===== src/rtl/cfg_key_gate.sv =====
module cfg_key_gate #(
  parameter int ADDR_W = 8,
  parameter int DATA_W = 8,
  parameter int WINDOW = 4,
  parameter logic [DATA_W-1:0] KEY_VAL = 8'hD8,
  parameter logic [ADDR_W-1:0] KEY_ADDR = 8'h34,
  parameter logic [ADDR_W-1:0] CTRL_ADDR = 8'h80,
  parameter logic [ADDR_W-1:0] STAT_ADDR = 8'h81
) (
  input  logic              clk,
  input  logic              rst_n,
  input  logic              wr_en,
  input  logic [ADDR_W-1:0] wr_addr,
  input  logic [DATA_W-1:0] wr_data,
  input  logic              retire,
  output logic              ctrl_we,
  output logic              stat_we,
  output logic              win_open
);
  localparam int CW = $clog2(WINDOW + 1);
  localparam logic [CW-1:0] LOAD = CW'(WINDOW);

  logic [CW-1:0] cnt;

  wire key_hit  = wr_en && (wr_addr == KEY_ADDR);
  wire key_good = key_hit && (wr_data == KEY_VAL);
  wire any_prot = ctrl_we || stat_we;

  assign win_open = (cnt != '0);
  assign ctrl_we  = wr_en && (wr_addr == CTRL_ADDR) && win_open;
  assign stat_we  = wr_en && (wr_addr == STAT_ADDR) && win_open;

  always_ff @(posedge clk or negedge rst_n) begin
    if (!rst_n)               cnt <= '0;
    else if (key_good)        cnt <= LOAD;
    else if (key_hit)         cnt <= '0;
    else if (any_prot)        cnt <= '0;
    else if (retire && win_open) cnt <= cnt - 1'b1;
  end
endmodule



===== config.mk =====
export PLATFORM = sky130hd
export DESIGN_NAME = cfg_key_gate
export DESIGN_NICKNAME = d
export VERILOG_FILES = /design/src/rtl/cfg_key_gate.sv
export SDC_FILE = /design/constraint.sdc
export NUM_CORES = 1
export LEC_CHECK = 0
export BUFFER_PORTS_ARGS = -buffer_cell sky130_fd_sc_hd__buf_2
export CAP_MARGIN = 5
export CORE_AREA = 2 2 39 41
export DETAILED_ROUTE_END_ITERATION = 10
export DIE_AREA = 0 0 41 43
export PLACE_DENSITY = 0.52
export SLEW_MARGIN = 20
export SYNTH_ARGS = -nofsm -noshare
export SYNTH_HDL_FRONTEND = slang
export SYNTH_SLANG_ARGS = --single-unit

===== constraint.sdc =====
create_clock -name clk -period 1.75 [get_ports clk]
set_clock_uncertainty 0.05 [all_clocks]
set_input_delay 0.175 -clock clk [delete_from_list [all_inputs] [get_ports clk]]
set_output_delay 0.175 -clock clk [all_outputs]
set_load 0.005 [all_outputs]

Word-level counts from Yosys, hierarchy flattened
Index checks and enable logic that the tools add are counted.
{ "word_totals": {"reg_bits": 3, "output_inout_bits": 3} }
{ "op_classes": {"eq_ne": 4, "n_reduce_logical": 10, "addsub": 1, "mux": 4} }
{ "ops": {"columns": ["op", "n"], "rows": [
  ["$eq 8x8->1 const B", 3],
  ["$mux 3", 4],
  ["$eq 8x6->1 const B", 1],
  ["$logic_and 1x1->1", 7],
  ["$reduce_bool 4->1", 1],
  ["$reduce_bool 3->1", 1],
  ["$sub 3x1->3 const B", 1],
  ["$logic_or 1x1->1", 1]
]} }

Logic depth before layout (Yosys ltp)
{ "logic_depth": {"depth_word": 7, "depth_mapped": 7} }

Least setup slack after synthesis
Ideal clock, no wire load.
{ "synth_timing": {"kind": "reg2reg", "from": "register cnt[0]", "to": "register cnt[2]", "path_stages_with_launch": 8, "path_slack_ps": 279, "synth_period_minus_slack_ps": 1471, "path_buffers": 0, "arrival_time_ps": 1300, "path_cell_list": "dfrtp_1 > inv_1 > ha_1 > nand2b_4 > nand4b_1 > a21boi_4 > o22a_1 > o22a_1"} }
{ "synth_between": {"elab_chain_cells": 6} }
{ "synth_rtl": {"columns": ["element", "line", "source"], "rows": [
  ["start, declared", "23", "logic [CW-1:0] cnt;"],
  ["start signal, assigned", "38", "else if (retire && win_open) cnt <= cnt - 1'b1;"],
  ["$reduce_bool 3->1 *", "29", "assign win_open = (cnt != '0);"],
  ["via win_open", "18", "output logic win_open"],
  ["$logic_and 1x1->1 (on tied branches)", "30, 31", null],
  ["$logic_or 1x1->1", "27", "wire any_prot = ctrl_we || stat_we;"],
  ["$mux 3", "37", "else if (any_prot) cnt <= '0;"],
  ["$mux 3", "36", "else if (key_hit) cnt <= '0;"],
  ["$mux 3", "35", "else if (key_good) cnt <= LOAD;"]
]} }
Mark *: on every way through the listed nets, which the timed path passes. The rest lies on a longest branch. The select of a mux whose other input is x is not followed.
A chain may end at the register's enable or synchronous reset.

Final worst setup path
{ "layout_timing": {"from": "register cnt[1]", "to": "output port stat_we"} }
{ "layout_between": {"elab_chain_cells": 2} }
{ "layout_rtl": {"columns": ["element", "line", "source"], "rows": [
  ["$reduce_bool 3->1", "29", null],
  ["$logic_and 1x1->1", "31", "assign stat_we = wr_en && (wr_addr == STAT_ADDR) && win_open;"],
  ["end, declared", "17", "output logic stat_we,"]
]} }
No other way between the ends.

==> flow_summary.ini <==
[status]
status = finished clean

[routing]
vias = 336
avgRoutedWirePerCell_um = 9.34
avgViaCountPerCell = 4.54
ant_nets = 0
dr.pass1.iters = 1
wl_um = 691
drtIter0Drc = 0
drc = 0

[layout]
fin_util_pct = 35.2
nNetsFinal = 81
reg_top3 = cnt: 3 flops
num_antenna_cells = 0
top_register = cnt
syn_to_final_growth_pct = 58.1
n_fill_cell = 159
finalInstanceArea_um2 = 487
layout-drive-gt1-share_pct = 56.9
largest_reg_flops = 3

[floorplan]
start_util_pct = 22.2
chipHeight_um = 43
rows = 14
dieWidth_um = 41
fp.dieArea_um2 = 1760
ios = 23
core_um2 = 1380

[global_route]
grt_overflow = 0
antenna_found_initial = 0
grtUsageTotal_pct = 10.7
grt_max_degree = 7
grt_pass1_wl_um = 1270
first_global_vias = 364

[clocking]
cts-root-buf = clkbuf_4
path_clk_slew_ns = 0.03
insertion_delay_ns = 0.23
tritoncts = yes
cts.htree.levels = 1
cts.path.max_buffers = 2
cts_made_buffers = 3
cts_sinks = 3
post_cts_buffers = 0

[hold_path]
holdCritStartpoint = retire
hold_end = cnt[1]
holdPathStages = 2
min_path_type = input pin to flop

[placement]
place_congestion = 0.683
dpl.hpwl_um = 598
dpl_cell_area_um2 = 438
port_buffers = 22
pre_cts_ws_ns = 0.208

[timing]
drv_slew = 0
final-hold-violation-count = 0
fin_crit_ns = 1.65
grt_setup_unrepaired = no
max_freq_mhz = 606
setup_tns_ns = 0
relSlewSlack_pct = 81.6
fin_ws_ns = 0.100
tightest_slew_ns = 0.275
setup_viol = 0
fin_crit_sh_pct = 94.3

[yosys]
synth_commonest_cells = 3 x dfrtp_1, 3 x nor2_1
ys_types = 21
synth_area_um2 = 308
synth_nets = 53
synth_warnings = 0
syn_inst = 31
synth_area_leaders = dfrtp_1 24%, ha_1 8.1%, nor4bb_1 6.5%
ys_seq_area_share_pct = 24.4
async_flop_share_pct = 100
syn_area_per_cell_um2 = 9.93
synth.top_cell.area_share_pct = 24.4
yosysTopAreaCell = dfrtp_1
ys_ff_latch = 3
synth_enable_flop_cells = 0
synth_ff_type = dfrtp_1

[setup_path]
r2r_end = cnt[2]
arrival_ns = 1.42
cp.required_ns = 1.52
cp_max_fo = 6
end_kind = primary output
path_class = flop to primary output
r2r_setup_slack_ns = 0.28
worstSetupStartpointType = flop
r2r-start = cnt[1]
reg2reg_depth = 7

[power_and_ir_drop]
peakVddDrop_v = 0.000425
p_leak_nw = 0.236
power_density_nw_per_um2 = 987
p_total_uw = 480

[run]
drv_cap = 0
[worst max-delay path, stage by stage, from the launching register on]
cell      delay, ns
dfrtp_1        0.38
inv_2          0.09
ha_4           0.15
nand2b_4       0.07
and4b_2        0.22
and3_1         0.17
buf_2          0.12
[logic make-up after synthesis]
logic type | after synthesis | synth area share, %
and+or+nand+nor | 17 | 43.9
AOI/OAI and AO/OA | 6 | 18.3
DFF | 3 | 24.4
buffers and inverters | 2 | 2.44
adders and majority gates | 2 | 8.13
xor gates and xnor gates | 1 | 2.85
[cell usage in the layout (no fill, tap or decap), types with 2 or more instances in the layout]
master,n
nor4bb_1,2
buf_2,22
inv_2,2
nand4b_1,2
o22a_1,2
dfrtp_1,3
nor2_1,3
clkbuf_4,3
nand2_1,2
[layer usage]
layer	share of wire [%]	wire length [um]	global-route usage, %	vias up
met1	39	269	11.3	154
li1	-	-	-	172
met4	0	0	10.0	0
met5	0	0	0	-
met2	55	381	16.6	10
met3	5.8	40	2.09	0
[metrics by stage]
stage | hold slack, ns | cells
2_1_floorplan | -0.171 | 31
4_1_cts | 0.167 | 74
3_3_place_gp | -0.0783 | 69
5_1_grt | 0.181 | 74
6_report | 0.172 | 74
3_5_place_dp | -0.0786 | 69
[worst max path at each step]
| stage | start | endpoint | slack, ns | depth (start not counted) |
|---|---|---|---|---|
| final | cnt[1] | stat_we | 0.10 | 6 |
| after global routing | cnt[0] | stat_we | 0.02 | 6 |
| after CTS | cnt[0] | stat_we | 0.01 | 6 |
| after detailed placement | cnt[0] | cnt[2] | 0.21 | 7 |
| after global placement | cnt[0] | cnt[2] | 0.24 | 7 |
| after floorplan | cnt[0] | cnt[2] | 0.28 | 7 |
[area by class of cell]
cell class / count / area, um2 / area share, %
Tap cell: 16 / 20.0 / 4.11
Timing Repair Buffer: 23 / 120 / 24.7
Inverter: 2 / 7.51 / 1.54
Multi-Input combinational cell: 26 / 238 / 48.8
Sequential cell: 3 / 75.1 / 15.4
Clock buffer: 4 / 26.3 / 5.40
[where the power goes]
part | switching, mW | internal, mW
combinational | 0.107 | 0.127
clock | 0.0331 | 0.0853
sequential | 0.0208 | 0.107
[repair_timing]
action	CTS	global route
resized for setup	0	4
endpoints found under the setup margin	0	2
hold buffers	1	0
endpoints found under the hold margin	3	0
(Power assumes the default switching activity.)
